`src/rtl/csr_regfile_pkg.sv`:
```
package csr_regfile_pkg;

    // Which register a decoded bus address selects.
    typedef enum logic [1:0] {
        SEL_IDENT   = 2'd0,
        SEL_SCRATCH = 2'd1,
        SEL_NONE    = 2'd2
    } reg_sel_e;

    // Number of word slots the block decodes.
    localparam int unsigned NUM_SLOTS = 2;

    // Pack the identification fields; unbacked bits read as zero.
    function automatic logic [31:0] pack_ident(
        input logic [15:0] mod_id,
        input logic [7:0]  rev_major,
        input logic        rev_minor
    );
        return {mod_id, rev_major, 7'd0, rev_minor};
    endfunction

endpackage

```
`src/rtl/csr_addr_decode.sv`:
```
module csr_addr_decode
    import csr_regfile_pkg::*;
#(
    parameter int unsigned ADDR_W = 16,
    parameter int unsigned DATA_W = 32
) (
    input  logic [ADDR_W-1:0] addr,
    output reg_sel_e          sel
);
    localparam int unsigned BYTE_SHIFT = $clog2(DATA_W / 8);
    localparam int unsigned IDX_W      = ADDR_W - BYTE_SHIFT;

    logic [IDX_W-1:0]     word_idx;
    logic [NUM_SLOTS-1:0] slot_hit;
    logic                 unused_low_bits;

    assign word_idx        = addr[ADDR_W-1:BYTE_SHIFT];
    assign unused_low_bits = ^addr[BYTE_SHIFT-1:0];

    for (genvar s = 0; s < NUM_SLOTS; s++) begin : g_slot
        assign slot_hit[s] = (word_idx == IDX_W'(s));
    end

    always_comb begin
        sel = SEL_NONE;
        if (slot_hit[0]) begin
            sel = SEL_IDENT;
        end else if (slot_hit[1]) begin
            sel = SEL_SCRATCH;
        end
    end

    // at most one slot decodes for any address.
    always_comb begin
        a_r7_one_slot: assert ($onehot0(slot_hit));
    end

endmodule

```
`src/rtl/csr_scratch_reg.sv`:
```
module csr_scratch_reg
    import csr_regfile_pkg::*;
#(
    parameter int unsigned DATA_W = 32
) (
    input  logic              clk,
    input  logic              rst_n,
    input  logic              wr,
    input  reg_sel_e          sel,
    input  logic [DATA_W-1:0] wdata,
    output logic [DATA_W-1:0] value
);
    typedef struct packed {
        logic [DATA_W-1:0] word;
    } scratch_t;

    scratch_t st_d, st_q;

    always_comb begin
        st_d = st_q;
        if (wr && (sel == SEL_SCRATCH)) begin
            st_d.word = wdata;
        end
    end

    always_ff @(posedge clk or negedge rst_n) begin
        if (!rst_n) begin
            st_q <= '0;
        end else begin
            st_q <= st_d;
        end
    end

    assign value = st_q.word;

    // a decoded write lands on its own edge.
    a_r3_write_lands: assert property (@(posedge clk) disable iff (!rst_n)
        (wr && sel == SEL_SCRATCH) |=> (value == $past(wdata)));

    // without a decoded write the word is unchanged.
    a_r6_no_stray_write: assert property (@(posedge clk) disable iff (!rst_n)
        !(wr && sel == SEL_SCRATCH) |=> $stable(value));

endmodule

```
`src/rtl/csr_read_resp.sv`:
```
module csr_read_resp
    import csr_regfile_pkg::*;
#(
    parameter int unsigned DATA_W = 32
) (
    input  logic              clk,
    input  logic              rst_n,
    input  logic              rd,
    input  reg_sel_e          sel,
    input  logic [DATA_W-1:0] ident,
    input  logic [DATA_W-1:0] scratch,
    output logic [DATA_W-1:0] rdata,
    output logic              rvalid
);
    typedef struct packed {
        logic              vld;
        logic [DATA_W-1:0] data;
    } resp_t;

    resp_t st_d, st_q;

    // Address and strobe are consumed on the same edge.
    always_comb begin
        st_d      = '0;
        st_d.vld  = rd;
        if (rd) begin
            unique case (sel)
                SEL_IDENT:   st_d.data = ident;
                SEL_SCRATCH: st_d.data = scratch;
                default:     st_d.data = '0;
            endcase
        end
    end

    always_ff @(posedge clk or negedge rst_n) begin
        if (!rst_n) begin
            st_q <= '0;
        end else begin
            st_q <= st_d;
        end
    end

    assign rdata  = st_q.data;
    assign rvalid = st_q.vld;

    // one response per read strobe, one cycle later.
    a_r9_valid_follows_read: assert property (@(posedge clk) disable iff (!rst_n)
        rd |=> rvalid);
    a_r9_no_spurious_valid: assert property (@(posedge clk) disable iff (!rst_n)
        !rd |=> !rvalid);
    a_r9_idle_data_zero: assert property (@(posedge clk) disable iff (!rst_n)
        !rvalid |-> (rdata == '0));

    // unmapped reads return zero.
    a_r5_unmapped_zero: assert property (@(posedge clk) disable iff (!rst_n)
        (rd && sel == SEL_NONE) |=> (rdata == '0));

    // a scratch read reports the word held before that edge.
    a_r8_read_sees_old: assert property (@(posedge clk) disable iff (!rst_n)
        (rd && sel == SEL_SCRATCH) |=> (rdata == $past(scratch)));

endmodule

```
`src/rtl/csr_regfile_amm.sv`:
```
module csr_regfile_amm
    import csr_regfile_pkg::*;
#(
    parameter int unsigned ADDR_W    = 16,
    parameter int unsigned DATA_W    = 32,
    parameter logic [15:0] MOD_ID    = 16'h0000,
    parameter logic [7:0]  REV_MAJOR = 8'h01,
    parameter logic        REV_MINOR = 1'b1
) (
    input  logic              clk,
    input  logic              rst_n,
    input  logic [ADDR_W-1:0] bus_addr,
    input  logic              bus_rd,
    input  logic              bus_wr,
    input  logic [DATA_W-1:0] bus_wdata,
    output logic [DATA_W-1:0] bus_rdata,
    output logic              bus_rvalid,
    output logic              bus_wait
);
    localparam logic [DATA_W-1:0] IDENT_WORD =
        DATA_W'(pack_ident(MOD_ID, REV_MAJOR, REV_MINOR));

    reg_sel_e          sel;
    logic [DATA_W-1:0] scratch_q;

    csr_addr_decode #(
        .ADDR_W (ADDR_W),
        .DATA_W (DATA_W)
    ) u_decode (
        .addr (bus_addr),
        .sel  (sel)
    );

    csr_scratch_reg #(
        .DATA_W (DATA_W)
    ) u_scratch (
        .clk   (clk),
        .rst_n (rst_n),
        .wr    (bus_wr),
        .sel   (sel),
        .wdata (bus_wdata),
        .value (scratch_q)
    );

    csr_read_resp #(
        .DATA_W (DATA_W)
    ) u_resp (
        .clk     (clk),
        .rst_n   (rst_n),
        .rd      (bus_rd),
        .sel     (sel),
        .ident   (IDENT_WORD),
        .scratch (scratch_q),
        .rdata   (bus_rdata),
        .rvalid  (bus_rvalid)
    );

    assign bus_wait = 1'b0;

    // an identification read always returns the fixed word.
    a_r2_ident_word: assert property (@(posedge clk) disable iff (!rst_n)
        (bus_rd && sel == SEL_IDENT) |=> (bus_rdata == IDENT_WORD));

endmodule

```
`config.mk`:
```
export PLATFORM = sky130hd
export DESIGN_NAME = csr_regfile_amm
export DESIGN_NICKNAME = d
export VERILOG_FILES = /design/src/rtl/csr_regfile_pkg.sv /design/src/rtl/csr_addr_decode.sv /design/src/rtl/csr_scratch_reg.sv /design/src/rtl/csr_read_resp.sv /design/src/rtl/csr_regfile_amm.sv
export SDC_FILE = /design/constraint.sdc
export NUM_CORES = 1
export LEC_CHECK = 0
export BUFFER_PORTS_ARGS = -buffer_cell sky130_fd_sc_hd__buf_2
export CAP_MARGIN = 30
export CELL_PAD_IN_SITES_DETAIL_PLACEMENT = 1
export CELL_PAD_IN_SITES_GLOBAL_PLACEMENT = 2
export CORE_ASPECT_RATIO = 1.1
export CORE_MARGIN = 3
export CORE_UTILIZATION = 36
export DETAILED_ROUTE_END_ITERATION = 10
export GPL_ROUTABILITY_DRIVEN = 0
export PLACE_DENSITY_LB_ADDON = 0.1
export SYNTH_ARGS = -nofsm -noshare
export SYNTH_HDL_FRONTEND = slang
export SYNTH_HIERARCHICAL = 1
export SYNTH_SLANG_ARGS = --single-unit
```
`constraint.sdc`:
```
create_clock -name clk -period 2.04 [get_ports clk]
set_input_delay 0.102 -clock clk [delete_from_list [all_inputs] [get_ports clk]]
set_output_delay 0.102 -clock clk [all_outputs]
set_load 0.05 [all_outputs]
```
==> results_dict.tcl, run 1 <==
set metrics [dict create \
    layout_common_cells "buf_2 (82), dfrtp_1 (65), conb_1 (33), nor2_1 (33), mux2i_1 (32)" \
    status "finished clean" \
    finalPower_mw 2.60 \
    cellLeakagePower_nw 2.09 \
    synth_top_cell_by_area "dfrtp_1" \
    synth.top_cell.area_share_pct 59.0 \
    cts-root-buf "clkbuf_8" \
    firstDrtPassIters 2 \
    synth_area_sq_mm 0.00276 \
    die_h_um 97.8 \
    drtAntennaViolNets 0 \
    cp_max_fo 23 \
    ir_drop_v 0.000307 \
    drt_iter0_markers 20 \
    min_period_ns 1.33 \
    placed_cells 378 \
    fp.coreArea_sq_mm 0.00721 \
    drive_above_1_share_pct 42.1 \
    clk_path_buf_depth 2 \
    min_path_type "input port to flop" \
    cap_violations 0 \
    grt_pass1_wl_um 9670 \
    cp-startpoint "bus_addr[12]" \
    diodes 0 \
    place_hpwl_um 3960 \
    drt-vias-per-instance 4.49 \
    whs_ns 0.0103 \
    die_area_sq_mm 0.00875 \
    synth.area.top_cells "dfrtp_1 (59%), mux2_4 (16%), mux2i_1 (12%)" \
    worst-slew-pin-transition_ns 0.645 \
    path_clk_slew_ns 0.06 \
    synth_seq_cells 65 \
    grt_max_degree 30 \
    io_pins 86 \
    critPathRequiredTime_ns 2.26 \
    clock_skew_ns 0.00832 \
    slew_viol_final 0 \
    clk_latency_ns 0.33 \
    dp_slack_ns 0.340 \
    tns_ns 0 \
    layout.nets 383 \
    synth_cell_types 17 \
    yosysWarnings 6 \
    setup_ws_ns 0.713 \
    avgSynthCellArea_sq_um 15.1 \
    final-instance-count-excl-fill 420 \
    area_growth_pct 38.6 \
    tritoncts "yes" \
    post-route-period-util_pct 65.1 \
    worst-setup-path-type "input port to flop" \
    power.density_mw_per_mm2 681 \
    grt_setup_unrepaired "false" \
    vias 1884 \
    wirelength_um 5850 \
    antenna_found_initial 0 \
    syn_inst 183 \
    arrival_ns 1.54 \
    place.port_buffers 82 \
    final_common_cell "buf_2" \
    initial_core_util_pct 38.3 \
    place_area_sq_mm 0.00334 \
    final-hold-violation-count 0 \
    grt_usage_pct 14.5 \
    overflow 0 \
    fmax_mhz 753 \
    cts_max_level 3 \
    max_slew_margin_pct 57.0 \
    r2r-start "u_scratch/value[0]$_DFFE_PN0P_" \
    crit_path_start_kind "input port" \
    cts_made_buffers 9 \
    fillers 780 \
    hold_path.startpoint "bus_wdata[11]" \
    drc 0 \
    wl_per_cell_um 13.9 \
    post-route-cell-area_sq_mm 0.00382 \
    fp-row-count 32 \
    dieWidth_um 89.5 \
    final_core_util_pct 53.0 \
    cts_setup_buffers 0 \
    finalSetupViolCount 0 \
    first_global_vias 2003 \
    crit_path_end_kind "flop" \
    ys_seq_area_share_pct 59.0 \
    clock_sinks 65 \
]
power by group:
group          leakage (nW)  switching [mW]  internal, mW
registers             0.906        0.000220          1.29
clock network         0.112           0.462         0.690
logic                  1.07          0.0744        0.0867
total                  2.09           0.536          2.07
worst max-delay path, stage by stage:
cell and delay [ns]:
buf_2 0.10, nor4_2 0.31, and4_2 0.32, nand3b_4 0.08
buf_4 0.27, mux2_4 0.35
cell type report:
cell class              instances  area (sq um)  area share (%)
multi-input cells             138          1120            29.3
clock buffers                  13           179            4.68
flip-flops and latches         65          1630            42.6
well taps                      85           106            2.78
clock inverters                 2          35.0           0.917
repair buffers                117           753            19.7
layer usage:
layer | GRT usage (%) | share of wire, %
met4 | 5.50 | 1.5
met3 | 4.14 | 5.2
met2 | 24.8 | 53
met1 | 16.9 | 40
met5 | 0 | 0
cells by family after synthesis:
| logic type | after synthesis | share of synthesized area [%] |
|---|---|---|
| buf+inv | 11 | 4.63 |
| flops | 65 | 59.0 |
| mux | 64 | 28.8 |
| other cells | 2 | 0.272 |
| simple gates | 41 | 7.35 |
final timing paths:
kind / end / slack [ns] / depth (start not counted)
max: u_scratch/value[16]$_DFFE_PN0P_ / 0.71 / 6
min: u_scratch/value[11]$_DFFE_PN0P_ / 0.01 / 2
max reg2reg: u_scratch/value[0]$_DFFE_PN0P_ / 1.26 / 1
min reg2reg: u_scratch/value[14]$_DFFE_PN0P_ / 0.51 / 1
max in group asynchronous: u_resp/rdata[31]$_DFF_PN0_ / 1.10 / 3
min in group asynchronous: u_resp/rdata[11]$_DFF_PN0_ / 0.34 / 2
flip-flops by register name, summed over array words and instances (netlist names):
name             cells
u_resp/rvalid        1
u_resp/rdata        32
u_scratch/value     32
synth_stat cells:
library cell   n
dfrtp_1       65
nor2_1        33
mux2i_1       32
mux2_4        30
buf_6          4
buf_12         3
buf_2          3
conb_1         2
mux2_2         2
nor4_2         2
and4_1         1
buf_4          1
nand2b_1       1
nand3b_4       1
nand4_1        1
nor3_1         1
nor3b_1        1
repair_timing:
action	4_1_cts	5_1_grt
endpoints found under the hold margin	52	0
gates resized for setup	0	0
hold buffers	27	0
endpoints found under the setup margin	0	0
Power figures use the tool's default switching activity.
==> run 2: changes to the inputs <==
Settings changed: CORE_UTILIZATION 36 to 30.
Clock period 2.04 ns to 1.1 ns, I/O delays scaled along.
==> run 2 against run 1 <==
Against the previous run: non-clock buffer count is 7 higher; first-iteration DRC count grew to 2.7 times the previous value; routed wire length is 6.3% higher; cell count is 8.8% higher; sequential share of layout area is 2.1 points lower; total power is 94% higher; combinational power is 110% higher.
==> results_dict.tcl, run 2 (same netlist as run 1, synthesis figures left out) <==
set metrics [dict create \
    drc 0 \
    finalSetupViolCount 0 \
    clk_path_buf_depth 2 \
    final-hold-violation-count 0 \
    whs_ns 0.272 \
    cts-root-buf "clkbuf_8" \
    reg2reg_to "u_scratch/value[14]$_DFFE_PN0P_" \
    path_clk_slew_ns 0.07 \
    post-route-cell-area_sq_mm 0.00402 \
    dieWidth_um 97.4 \
    crit_path_start_kind "input port" \
    crit_path_end_kind "flop" \
    cts_setup_buffers 0 \
    grt_usage_pct 12.8 \
    r2r_slack_ns 0.34 \
    wirelength_um 6220 \
    final_common_cell "buf_2" \
    crit_end "u_scratch/value[10]$_DFFE_PN0P_" \
    io_pins 86 \
    drive_above_1_share_pct 41.4 \
    final_core_util_pct 45.1 \
    layout.nets 390 \
    post-route-period-util_pct 100 \
    cp-startpoint "bus_addr[12]" \
    setup_ws_ns 0.000249 \
    cellLeakagePower_nw 2.16 \
    clock_skew_ns 0.00494 \
    min_path_type "input port to async pin" \
    die_h_um 107 \
    final-instance-count-excl-fill 457 \
    area_growth_pct 45.9 \
    slew_viol_final 0 \
    first_global_vias 2076 \
    critPathRequiredTime_ns 1.32 \
    placed_cells 407 \
    grt_pass1_wl_um 10300 \
    min_period_ns 1.10 \
    fp.coreArea_sq_mm 0.00892 \
    p_int_mw 3.96 \
    antenna_found_initial 0 \
    drt-vias-per-instance 4.06 \
    place_area_sq_mm 0.00344 \
    finalPower_mw 5.05 \
    drtAntennaViolNets 0 \
    r2r-start "u_scratch/value[14]$_DFFE_PN0P_" \
    cts_made_buffers 9 \
    dp_slack_ns -0.374 \
    tritoncts "yes" \
    wl_per_cell_um 13.6 \
    initial_core_util_pct 30.9 \
    die_area_sq_mm 0.0104 \
    diodes 0 \
    worst-setup-path-type "input port to flop" \
    clock_sinks 65 \
    comb_power_share_pct 6.6 \
    rr_worst_depth 1 \
    tns_ns 0 \
    drt_iter0_markers 54 \
    arrival_ns 1.32 \
    clk_latency_ns 0.34 \
    place_hpwl_um 4010 \
    fp-row-count 36 \
    grt_max_degree 66 \
    power.density_mw_per_mm2 1250 \
    layout_common_cells "buf_2 (80), dfrtp_1 (65), dlygate4sd3_1 (34)" \
    cp_max_fo 16 \
    ir_drop_v 0.000555 \
    fillers 979 \
    clockPowerShare_pct 46.0 \
    swShare_pct 21.4 \
    seqPwrFrac_pct 47.4 \
    place.port_buffers 82 \
    status "finished clean" \
    fmax_mhz 909 \
    cts_max_level 3 \
    p_sw_mw 1.08 \
    grt_setup_unrepaired "true" \
    vias 1855 \
    cap_violations 0 \
    overflow 0 \
    firstDrtPassIters 4 \
]
-- run 2: cell count changes in the layout (fill, tap and decap cells not counted), sizes merged --
| cell | delta |
|---|---|
| clkbuf | -2 |
| clkinvlp | +1 |
| clkinv | +1 |
| dlygate4sd3 | +7 |
| bufinv | +1 |
-- run 2: critical path, stage by stage --
cell	delay [ns]
buf_6	0.09
nor4_4	0.29
and4_4	0.28
nand3b_4	0.11
buf_12	0.18
mux2_4	0.30
-- run 2: how the worst min path moves through the flow --
stage                     slack [ns]  start  cells past startpoint                    endpoint
after floorplan                -0.24  rst_n                      0   u_resp/rdata[0]$_DFF_PN0_
after detailed placement        0.11  rst_n                      2  u_resp/rdata[14]$_DFF_PN0_
final                           0.27  rst_n                      3  u_resp/rdata[14]$_DFF_PN0_
after global placement          0.11  rst_n                      2  u_resp/rdata[14]$_DFF_PN0_
after CTS                       0.28  rst_n                      3   u_resp/rdata[1]$_DFF_PN0_
after global routing            0.28  rst_n                      3  u_resp/rdata[12]$_DFF_PN0_
-- run 2: timing repair --
action / 4_1_cts / 5_1_grt
gates cloned: 0 / 0
resized for setup: 1 / 1
endpoints found under the setup margin: 19 / 36
hold buffers: 34 / 0
endpoints found under the hold margin: 98 / 0
pin swaps: 0 / 1
-- run 2: final cells by class --
| type | count | area (sq um) | share of cell area, % |
|---|---|---|---|
| sequential | 65 | 1630 | 40.4 |
| multi-input combinational | 138 | 1140 | 28.3 |
| timing repair buffer | 124 | 886 | 22.0 |
| clock buffer | 11 | 151 | 3.76 |
| tap | 114 | 143 | 3.54 |
| clock inverter | 5 | 77.6 | 1.93 |
-- run 2: layer usage --
metal / track usage [%] / share of wire (%) / routed length, um / vias to the layer above
met5: 0 / 0 / 0 / -
met1: 15.6 / 43 / 2690 / 901
met3: 3.81 / 4.9 / 302 / 8
met2: 21.2 / 50 / 3130 / 54
li1: - / - / - / 892
met4: 5.34 / 1.6 / 97 / 0
-- run 2: power by group through the flow --
| stage | Combinational (mW) | Clock [mW] | Sequential (mW) |
|---|---|---|---|
| 3_5_place_dp | 0.243 | 0 | 2.44 |
| 6_report | 0.333 | 2.32 | 2.39 |
| 4_1_cts | 0.338 | 2.40 | 2.39 |
| 5_1_grt | 0.374 | 2.53 | 2.39 |
| 2_1_floorplan | 0.0646 | 0 | 2.44 |
| 3_3_place_gp | 0.242 | 0 | 2.44 |
